$ cat config.mk
export PLATFORM = sky130hd
export DESIGN_NAME = quad_adc_serializer
export DESIGN_NICKNAME = d
export VERILOG_FILES = /design/src/rtl/qser_pkg.sv /design/src/rtl/qser_ctrl.sv /design/src/rtl/qser_coder.sv /design/src/rtl/qser_lane.sv /design/src/rtl/quad_adc_serializer.sv
export SDC_FILE = /design/constraint.sdc
export NUM_CORES = 1
export LEC_CHECK = 0
export BUFFER_PORTS_ARGS = -buffer_cell sky130_fd_sc_hd__buf_2
export CAP_MARGIN = 30
export CORE_ASPECT_RATIO = 1.75
export CORE_MARGIN = 2
export CORE_UTILIZATION = 56
export DETAILED_ROUTE_END_ITERATION = 6
export PLACE_DENSITY = 0.76
export SLEW_MARGIN = 15
export SYNTH_ARGS = -nofsm -noshare
export SYNTH_HDL_FRONTEND = slang
export SYNTH_SLANG_ARGS = --single-unit
$ cat constraint.sdc
create_clock -name clk -period 1.9 [get_ports clk]
set_input_delay 0.285 -clock clk [delete_from_list [all_inputs] [get_ports clk]]
set_output_delay 0.285 -clock clk [all_outputs]
set_load 0.03 [all_outputs]
$ cat src/rtl/qser_pkg.sv
package qser_pkg;
  typedef enum logic {
    LINK_WAIT = 1'b0,
    LINK_RUN  = 1'b1
  } link_state_e;

  typedef struct packed {
    logic twos;
    logic tpat;
  } byte_mode_t;
endpackage

$ cat src/rtl/qser_ctrl.sv
module qser_ctrl
  import qser_pkg::*;
#(
  parameter int SLOTS   = 4,
  parameter int ARM_CYC = 2
) (
  input  logic clk,
  input  logic rst_n,
  input  logic smp_stb,
  input  logic pll_unlock,
  output logic byte_start,
  output logic byte_shift,
  output logic frame_o,
  output logic bclk_run
);
  localparam int SLOT_W = (SLOTS > 1) ? $clog2(SLOTS) : 1;
  localparam int HALF   = SLOTS / 2;
  localparam int WCNT_W = $clog2(ARM_CYC + 1);
  localparam logic [SLOT_W-1:0] SLOT_LAST = SLOT_W'(SLOTS - 1);
  localparam logic [WCNT_W-1:0] WCNT_ARM  = WCNT_W'(ARM_CYC);

  link_state_e       st_q;
  logic [SLOT_W-1:0] slot_q;
  logic [SLOT_W-1:0] slot_nxt;
  logic [WCNT_W-1:0] wcnt_q;
  logic              armed;

  assign armed      = (st_q == LINK_RUN) || (wcnt_q >= WCNT_ARM);
  assign byte_start = smp_stb && !pll_unlock && armed;
  assign byte_shift = (st_q == LINK_RUN) && !pll_unlock && !byte_start;
  assign slot_nxt   = (slot_q == SLOT_LAST) ? slot_q : slot_q + 1'b1;

  always_ff @(posedge clk) begin
    if (!rst_n) begin
      st_q     <= LINK_WAIT;
      wcnt_q   <= '0;
      slot_q   <= '0;
      frame_o  <= 1'b0;
      bclk_run <= 1'b0;
    end else if (pll_unlock) begin
      st_q     <= LINK_WAIT;
      wcnt_q   <= '0;
      frame_o  <= 1'b0;
      bclk_run <= 1'b0;
    end else begin
      bclk_run <= 1'b1;
      if (wcnt_q != WCNT_ARM) wcnt_q <= wcnt_q + 1'b1;
      if (byte_start) begin
        st_q    <= LINK_RUN;
        slot_q  <= '0;
        frame_o <= 1'b1;
      end else if (st_q == LINK_RUN) begin
        slot_q  <= slot_nxt;
        frame_o <= (int'(slot_nxt) < HALF);
      end
    end
  end
endmodule

$ cat src/rtl/qser_coder.sv
module qser_coder
  import qser_pkg::*;
#(
  parameter int W = 8
) (
  input  logic [W-1:0] raw,
  input  byte_mode_t   mode,
  output logic [W-1:0] coded
);
  localparam logic [W-1:0] ALIGN_PAT = {2'b11, {(W-2){1'b0}}};
  localparam logic [W-1:0] SIGN_BIT  = {1'b1, {(W-1){1'b0}}};

  always_comb begin
    if (mode.tpat)      coded = ALIGN_PAT;
    else if (mode.twos) coded = raw ^ SIGN_BIT;
    else                coded = raw;
  end
endmodule

$ cat src/rtl/qser_lane.sv
module qser_lane #(
  parameter int W   = 8,
  parameter int BPC = 2
) (
  input  logic           clk,
  input  logic           rst_n,
  input  logic           load,
  input  logic           shift,
  input  logic [W-1:0]   byte_in,
  output logic [BPC-1:0] pair_o
);
  logic [W-1:0] sreg_q;

  always_ff @(posedge clk) begin
    if (!rst_n) begin
      sreg_q <= '0;
      pair_o <= '0;
    end else if (load) begin
      pair_o <= byte_in[W-1 -: BPC];
      sreg_q <= byte_in << BPC;
    end else if (shift) begin
      pair_o <= sreg_q[W-1 -: BPC];
      sreg_q <= sreg_q << BPC;
    end
  end
endmodule

$ cat src/rtl/quad_adc_serializer.sv
module quad_adc_serializer
  import qser_pkg::*;
#(
  parameter int LANES  = 4,
  parameter int SAMP_W = 8,
  parameter int BPC    = 2
) (
  input  logic                    clk,
  input  logic                    rst_n,
  input  logic                    smp_stb,
  input  logic                    smp_valid,
  output logic                    smp_ready,
  input  logic [LANES*SAMP_W-1:0] smp_data,
  input  logic                    fmt_twos,
  input  logic                    tpat_en,
  input  logic                    pll_unlock,
  output logic [LANES*BPC-1:0]    lane_bits,
  output logic                    frame_o,
  output logic                    bclk_run
);
  localparam int SLOTS   = SAMP_W / BPC;
  localparam int ARM_CYC = SLOTS / 2;

  logic                    byte_start;
  logic                    byte_shift;
  logic [LANES*SAMP_W-1:0] held_q;
  logic [LANES*SAMP_W-1:0] word_sel;
  byte_mode_t              mode;

  qser_ctrl #(.SLOTS(SLOTS), .ARM_CYC(ARM_CYC)) ctrl_i (
    .clk        (clk),
    .rst_n      (rst_n),
    .smp_stb    (smp_stb),
    .pll_unlock (pll_unlock),
    .byte_start (byte_start),
    .byte_shift (byte_shift),
    .frame_o    (frame_o),
    .bclk_run   (bclk_run)
  );

  assign smp_ready = byte_start;
  assign word_sel  = smp_valid ? smp_data : held_q;
  assign mode      = '{twos: fmt_twos, tpat: tpat_en};

  always_ff @(posedge clk) begin
    if (!rst_n)                       held_q <= '0;
    else if (byte_start && smp_valid) held_q <= smp_data;
  end

  for (genvar g = 0; g < LANES; g++) begin : g_lane
    logic [SAMP_W-1:0] coded;

    qser_coder #(.W(SAMP_W)) coder_i (
      .raw   (word_sel[g*SAMP_W +: SAMP_W]),
      .mode  (mode),
      .coded (coded)
    );

    qser_lane #(.W(SAMP_W), .BPC(BPC)) lane_i (
      .clk     (clk),
      .rst_n   (rst_n),
      .load    (byte_start),
      .shift   (byte_shift),
      .byte_in (coded),
      .pair_o  (lane_bits[g*BPC +: BPC])
    );
  end
endmodule

Word level (Yosys, flattened, before mapping). Cells that the tools add are included.

$add $sub $neg: 2. Order comparisons: 2. Eq/ne operators: 2. Mux-type cells: 31. Bitwise logic cells: 6. Reduce and logical (&&, ||, !) cells: 12.

Operators with widths (count): two-way mux 8 bit (16); two-way mux 32 bit (1); two-way mux 2 bit (11); NOT 1 bit (6); logical AND 1 bit (5); adder 2 x 1 -> 2 bit (second input constant) (2); nonzero test 2 bit (2); two-way mux 1 bit (3); == test 2 bit (second input constant) (1); >= comparator 2 bit (second input constant) (1); zero test 1 bit (2); < comparator 2 bit (second input constant) (1); inequality test 2 bit (second input constant) (1); AND reduction 2 bit (1); OR reduction 2 bit (1); logical OR 1 bit (1).

Flip-flop bits (word level): 71. Input bits: 39. Output and inout port bits: 11. Word-level logic and storage cells: 69.

Logic depth before layout (Yosys ltp). Gate-level depths: netlist of run 1.

Depth in word-level cells: 7. Gate-level depth with buffers: 8. Gate-level depth less buffers: 7.

Hierarchy. From an unflattened synthesis of run 1, not the netlist that was laid out.

Cells, all modules: 387. Area total of the unflattened synthesis: 4060.1 µm².

Modules (own cells, without submodules): quad_adc_serializer (times used 1, cells an instance 182, area each 1878.1 µm², seq. area each 640.6 µm²); qser_lane (times used 4, cells an instance 34, area each 410.4 µm², seq. area each 160.2 µm²); qser_ctrl (times used 1, cells an instance 33, area each 305.3 µm², seq. area each 140.1 µm²); qser_coder (times used 4, cells an instance 9, area each 58.8 µm², seq. area each 0.0 µm²).

Worst setup path before layout of run 1. OpenSTA, ideal clock, no wires.

Kind: reg2reg. Start: register ctrl_i.wcnt_q[0]. End: register g_lane[0].lane_i.pair_o[1]. Data arrival time: 1.580 ns. Data required time: 1.774 ns. Slack: 0.195 ns. Cell stages (with the launch flop): 8. Period minus slack after synthesis: 1.705 ns. Path through: dfxtp_1 inv_1 ha_1 or3_1 nand2_2 inv_2 o221ai_1 a21boi_0.

Cells in the longest elaborated chain, start to end: 6. Elaborated cells between the ends (all ways): 7. Those cells by class: 1 x order compare; 1 x mux; 5 x reduce/logical.

RTL lines: from (decl) (RTL line qser_ctrl.sv:25) `logic [WCNT_W-1:0] wcnt_q;`; from (signal assigned) (RTL line qser_ctrl.sv:47) `if (wcnt_q != WCNT_ARM) wcnt_q <= wcnt_q + 1'b1;`; >= comparator 2 bit (*) (RTL line qser_ctrl.sv:28) `assign armed = (st_q == LINK_RUN) || (wcnt_q >= WCNT_ARM);`; logical OR 1 bit (*) (RTL line qser_ctrl.sv:28); logical AND 1 bit (*) (RTL line qser_ctrl.sv:29) `assign byte_start = smp_stb && !pll_unlock && armed;`; named net smp_ready (RTL line quad_adc_serializer.sv:12) `output logic smp_ready,`; zero test 1 bit (RTL line qser_ctrl.sv:30) `assign byte_shift = (st_q == LINK_RUN) && !pll_unlock && !byte_start;`; logical AND 1 bit (RTL line qser_ctrl.sv:30); nonzero test 2 bit (no line); to (signal assigned) (RTL line qser_lane.sv:19) `pair_o <= byte_in[W-1 -: BPC];`; to (signal assigned) (RTL line qser_lane.sv:22) `pair_o <= sreg_q[W-1 -: BPC];`; to (decl) (RTL line qser_lane.sv:10) `output logic [BPC-1:0] pair_o`.

Mark *: on every way through the listed nets, which the timed path passes. The rest lies on a longest branch. A chain may end at the register's enable or synchronous reset.

Final worst setup path of run 1.
Start: register ctrl_i.wcnt_q[0]. End: output port smp_ready.

Cells in the longest elaborated chain, start to end: 3.

RTL lines (RTL line): >= comparator 2 bit (qser_ctrl.sv:28); logical OR 1 bit (qser_ctrl.sv:28); logical AND 1 bit (qser_ctrl.sv:29); to (decl) (quad_adc_serializer.sv:12).

Every way passes these cells.

==> impl_results.md, run 1 <==
* Vias at 2716
* H-tree depth at 3
* Post-synth net total at 397
* Hold Path Depth at 3
* Actual slew at the worst max-slew pin at 662.4 ps
* WHS Endpoint: held_q[13]
* CTS tree: yes
* PwrDens at 768.4 mW/mm2
* Crit path kind: register to output pin
* Slew HR at 0.5570
* First-pass GRT wire length at 12100 um
* Die H at 104.2 um
* CP max stage delay at 350 ps
* Vias in the first global route at 2647
* Clock Power Share at 0.363
* Hold_buf cts at 0
* Internal Power at 0.002180 W
* Clk root buf: clkbuf_8
* Most frequent cells in the layout: nand2_1, dfxtp_1, buf_2, a21boi_1
* Worst r2r src: ctrl_i.wcnt_q[1]
* Worst hold start: smp_data[13]
* CP startpoint kind: register
* WP data required at 1620 ps
* Power share of the sequential group at 0.537
* Worst-Skew Late Latency at 340 ps
* DRT Pass-1 Iters at 4
* Final nets at 443
* Initial Utilization at 0.5799
* Final Hold Fails at 0
* TritonCTS buffer count at 9
* Reg2reg end: g_lane[0].lane_i.pair_o[0]
* Max Fclk at 542.4 MHz
* Fillers at 483
* Final core occ at 0.6712
* Clock sinks at 71
* Port-buffer cells at 49
* Drt drc at 0
* Cells after Synth at 357
* Sw power at 0.0006778 W
* Commonest non-fill, non-tap cell in the layout: nand2_1
* Static Leak at 1.545 nW
* Yosys warnings at 0
* GR Util All Layers at 0.2517
* Buffers & Inverters on Critical Path at 3
* Initial antenna violation count at 0
* CTS max path bufs at 2
* CP max-delay cell: or3_4
* Post-DRT Antenna Nets at 0
* Die ar. at 0.006384 mm2
* Row cnt at 36
* Setup TNS at 0 ps
* Core box area at 0.005540 mm2
* Tmin final at 1844 ps
* Comb pwr share at 0.100
* CP arrival at 1560 ps
* CP Max Fanout at 10
* Flop2flop setup slack at 160 ps
* Hold Crit Class: input pin to register
* Via density at 5.635
* Drt first-iter violations at 85
* Share of cells above drive strength 1 at 0.2537
* Status: complete, no violations
* Syn avg cell area at 9.000 um2
* Switching share of power at 0.2372
* Detailed Place HPWL at 4991 um
* WL final at 7346 um
* Final setup violation count at 0
* Total gr overflow at 0
* IO Count at 50
* Maximum number of pins on one net before global-route repair at 52
* Layout area overhead at 15.73%
* Number of max-cap violations at 0
* Netlist cell types at 37
* R2R depth at 6
* Flop and latch count out of synthesis at 71
* Clk slew on worst S/H paths at 70 ps
* RePlAce Congestion at 0.7664
* Worst Skew at 7.127 ps
* Number of diodes at 0
* Cell family with most CP delay: simple AND/OR/NAND/NOR gates
* VDD IR-drop max at 0.5805 mV
* Per-cell routed wire length at 15.24 um
* Unrepaired setup endpoints after global routing: false
* Final worst-path cycle share at 0.9704
* Post-Syn Area at 0.003213 mm2
* Seq/Total Area, Yosys at 0.4424
* Die width at 61.26 um
* Worst Setup End Kind: output pin
* Final Max Tran Viols at 0
* Cell Chain, Critical Path: inv_1, ha_2, or3_4, nand2_4, inv_4, buf_6
==> power by group through the flow <==
stage / Clock, W / Sequential, W / Combinational (W)
finish: 0.00104 / 0.00153 / 0.000286
global route: 0.00111 / 0.00154 / 0.000313
CTS: 0.00106 / 0.00153 / 0.000285
detailed placement: 0 / 0.00157 / 0.000276
global placement: 0 / 0.00157 / 0.000271
floorplan: 0 / 0.00157 / 0.000169
==> cell usage after synthesis, drive strengths merged <==
library cell | instances | area [um2]
inv | 7 | 26.27
a21o | 1 | 7.510
o2bb2ai | 8 | 70.07
mux2i | 12 | 120.1
a22oi | 5 | 37.54
nand2 | 76 | 287.8
and2 | 8 | 50.05
xnor2 | 4 | 35.03
buf | 19 | 131.4
dfxtp | 71 | 1421
ha | 1 | 12.51
and3 | 1 | 6.260
nand3 | 1 | 5.000
nor3 | 3 | 20.02
or3 | 2 | 12.51
and2b | 1 | 7.510
a21boi | 36 | 270.3
a221oi | 16 | 140.1
o21ai | 22 | 110.1
nor2 | 20 | 75.07
clkbuf | 9 | 33.78
o22ai | 4 | 25.02
xor2 | 1 | 8.760
a21oi | 3 | 18.77
nand2b | 2 | 20.02
mux2 | 20 | 225.2
o221ai | 4 | 35.03
==> routing by layer <==
layer / global-route usage / share of wire / wire length, um
met5: 0 / 0 / 0
met4: 0.1351 / 0.037 / 269
met3: 0.07090 / 0.034 / 252
met2: 0.3898 / 0.51 / 3739
met1: 0.3029 / 0.42 / 3085
==> per-stage QoR <==
step | cell area [um2] | setup slack [ps] | total power, W | hold WS, ps | instances
2_1_floorplan | 3213 | 194.5 | 0.001742 | 419.8 | 357
3_3_place_gp | 3511 | 123.3 | 0.001837 | 437.5 | 467
3_5_place_dp | 3511 | 0.3686 | 0.001844 | 444.9 | 467
4_1_cts | 3711 | 40.62 | 0.002875 | 166.0 | 482
5_1_grt | 3719 | 0.6438 | 0.002961 | 172.2 | 482
6_report | 3719 | 56.23 | 0.002857 | 179.0 | 482
==> sequential cells by signal (all words and copies together) (netlist names) <==
signal                cells
ctrl_i.bclk_run           1
held_q                   32
g_lane.lane_i.sreg_q     24
ctrl_i.slot_q             2
ctrl_i.st_q               1
ctrl_i.frame_o            1
g_lane.lane_i.pair_o      8
ctrl_i.wcnt_q             2
==> tightest hold or removal path: stages <==
cell and delay (ps):
buf_2 100, nand2_1 50, a21boi_1 40
==> cells by family after synthesis <==
family,share of synthesized area
and+or+nand+nor,0.1507
DFF,0.4424
xor gates and xnor gates,0.01363
buffers and inverters,0.05958
muxes,0.1075
AOI/OAI and AO/OA,0.2224
adders and majority gates,0.003893
==> final cells by class <==
class | instances | area (um2) | share of cell area
clock buffers | 13 | 158.9 | 0.04273
multi-input cells | 251 | 1627 | 0.4374
well taps | 76 | 95.09 | 0.02557
clock inverters | 1 | 5.005 | 0.001346
repair buffers | 63 | 381.6 | 0.1026
flip-flops and latches | 71 | 1423 | 0.3826
inverters | 7 | 28.78 | 0.007739
==> how the worst max path moves through the flow <==
| stage | from | endpoint | cells after the start |
|---|---|---|---|
| after floorplan | ctrl_i.wcnt_q[0] | g_lane[0].lane_i.pair_o[1] | 7 |
| after global placement | ctrl_i.wcnt_q[1] | g_lane[3].lane_i.sreg_q[6] | 5 |
| after detailed placement | ctrl_i.wcnt_q[1] | g_lane[1].lane_i.sreg_q[7] | 5 |
| after CTS | ctrl_i.wcnt_q[0] | smp_ready | 6 |
| after global routing | ctrl_i.wcnt_q[0] | smp_ready | 6 |
| final | ctrl_i.wcnt_q[0] | smp_ready | 6 |
==> timing repair <==
item,CTS,global route
endpoints found under the setup margin,3,16
pin swaps,2,0
gates resized for setup,8,1
setup buffers,1,0
Power figures use the tool's default switching activity.
==> run 2, diff against run 1 <==
BUFFER_PORTS_ARGS = unset   (was -buffer_cell sky130_fd_sc_hd__buf_2)
CORE_UTILIZATION = 60   (was 56)
DONT_BUFFER_PORTS = 1   (was unset)
PLACE_DENSITY = 0.73   (was 0.76)
==> run 2 against run 1 <==
Net effect:
- first-iteration DRC count increased by 15%
- critical path type unchanged
- wire length decreased by 4.1%
- clock power about the same
- hold slack got worse by 110 ps
- critical endpoint unchanged
==> impl_results.md, run 2 (synthesis gave the netlist of run 1 again) <==
* Status: complete, no violations
* Drt drc at 0
* CP Max Fanout at 9
* Biggest register: held_q
* Die H at 100.8 um
* Drt first-iter violations at 98
* Flip-flop count of the largest register after layout at 32
* PwrDens at 812.7 mW/mm2
* Cell Area, Placed at 0.003212 mm2
* GR Util All Layers at 0.2508
* Via density at 6.097
* Number of max-cap violations at 0
* Actual slew at the worst max-slew pin at 392.6 ps
* Core box area at 0.005211 mm2
* Worst hold slack at 66.85 ps
* Crit path kind: register to output pin
* CP arrival at 1570 ps
* Tmin final at 1850 ps
* Clk root buf: clkbuf_8
* Vias in the first global route at 2489
* Worst-Skew Late Latency at 340 ps
* Per-cell routed wire length at 17.13 um
* VDD IR-drop max at 0.5868 mV
* Maximum number of pins on one net before global-route repair at 68
* Number of diodes at 0
* Row cnt at 35
* Largest registers: held_q: 32 flops, g_lane.lane_i.sreg_q: 24 flops, g_lane.lane_i.pair_o: 8 flops
* CTS tree: yes
* Clk slew on worst S/H paths at 70 ps
* Detailed Place HPWL at 4703 um
* Port-buffer cells at 0
* Worst Skew at 4.949 ps
* Final worst-path cycle share at 0.9737
* Final instance area at 0.003441 mm2
* Cell Chain, Critical Path: inv_1, ha_4, or3_4, nand2_4, inv_4, buf_6
* Share of cells above drive strength 1 at 0.1601
* Static Leak at 1.336 nW
* H-tree depth at 3
* CP max stage delay at 350 ps
* CP startpoint kind: register
* Final Hold Fails at 0
* Setup TNS at 0 ps
* Slew HR at 0.7365
* RePlAce Congestion at 0.8726
* Post-DRT Antenna Nets at 0
* Initial antenna violation count at 0
* Most frequent cells in the layout: nand2_1, dfxtp_1, a21boi_1
* Die ar. at 0.005979 mm2
* Worst Setup End Kind: output pin
* CP max-delay cell: or3_4
* Unrepaired setup endpoints after global routing: false
* Die width at 59.32 um
* Final setup violation count at 0
* DRT Pass-1 Iters at 4
* WL final at 7042 um
* Final Max Tran Viols at 0
* Final Non-Filler Cells at 411
* First-pass GRT wire length at 11260 um
* Max Fclk at 540.5 MHz
* IO Count at 50
* Hold Crit Class: input pin to register
* TritonCTS buffer count at 9
* Commonest non-fill, non-tap cell in the layout: nand2_1
* CTS max path bufs at 2
* Placed instance count at 395
* Initial Utilization at 0.6166
* Vias at 2506
* Final nets at 394
* Clock sinks at 71
* Total gr overflow at 0
* WP data required at 1620 ps
* Layout area overhead at 7.087%
-- run 2: path summary, 6_finish.rpt --
kind | startpoint | to | slack, ps | cells after the start
max | ctrl_i.wcnt_q[0] | smp_ready | 50 | 6
min | smp_data[25] | held_q[25] | 70 | 2
max reg2reg | ctrl_i.wcnt_q[0] | g_lane[2].lane_i.sreg_q[5] | 210 | 7
min reg2reg | held_q[5] | held_q[5] | 450 | 2
-- run 2: worst max-delay path, delay by kind of cell, from the launching register on --
kind,cells,cell delay (ps)
fa+ha+maj,1,180
buf+inv,3,260
flops,1,330
simple gates,2,440
-- run 2: metal layers --
| metal | GRT usage | vias up | share of wire |
|---|---|---|---|
| li1 | - | 1232 | - |
| met1 | 0.2833 | 1188 | 0.40 |
| met2 | 0.4117 | 65 | 0.51 |
| met3 | 0.07574 | 21 | 0.053 |
| met4 | 0.1329 | 0 | 0.034 |
| met5 | 0 | - | 0 |
-- run 2: final cells by class --
type / count / area (um2)
clock buffer: 12 / 165.2
tap: 55 / 68.82
clock inverter: 1 / 5.005
multi-input combinational: 251 / 1628
sequential: 71 / 1424
inverter: 7 / 28.78
fill: 447 / 1770
timing repair buffer: 14 / 121.4
-- run 2: what timing repair did --
item / 4_1_cts / 5_1_grt
endpoints found under the hold margin: 0 / 0
hold buffers: 0 / 0
resized for setup: 7 / 2
buffers inserted: 1 / 1
setup endpoints to repair: 24 / 8
pin swaps: 2 / 1
-- run 2: metrics by stage --
step           total power, W  setup WS [ps]    util
6_report             0.002796          49.90  0.6603
5_1_grt              0.002900          7.529  0.6603
4_1_cts              0.002813          18.69  0.6562
3_5_place_dp         0.001748         -26.85  0.6163
3_3_place_gp         0.001744          47.24  0.6163
2_1_floorplan        0.001742          194.5       -
-- run 2: power by group --
part	switching, W	internal [W]	leakage, nW
combinational	0.0000821	0.0000987	0.671
clock	0.000513	0.000557	0.0902
sequential	0.0000276	0.00152	0.574
total	0.000623	0.00217	1.34
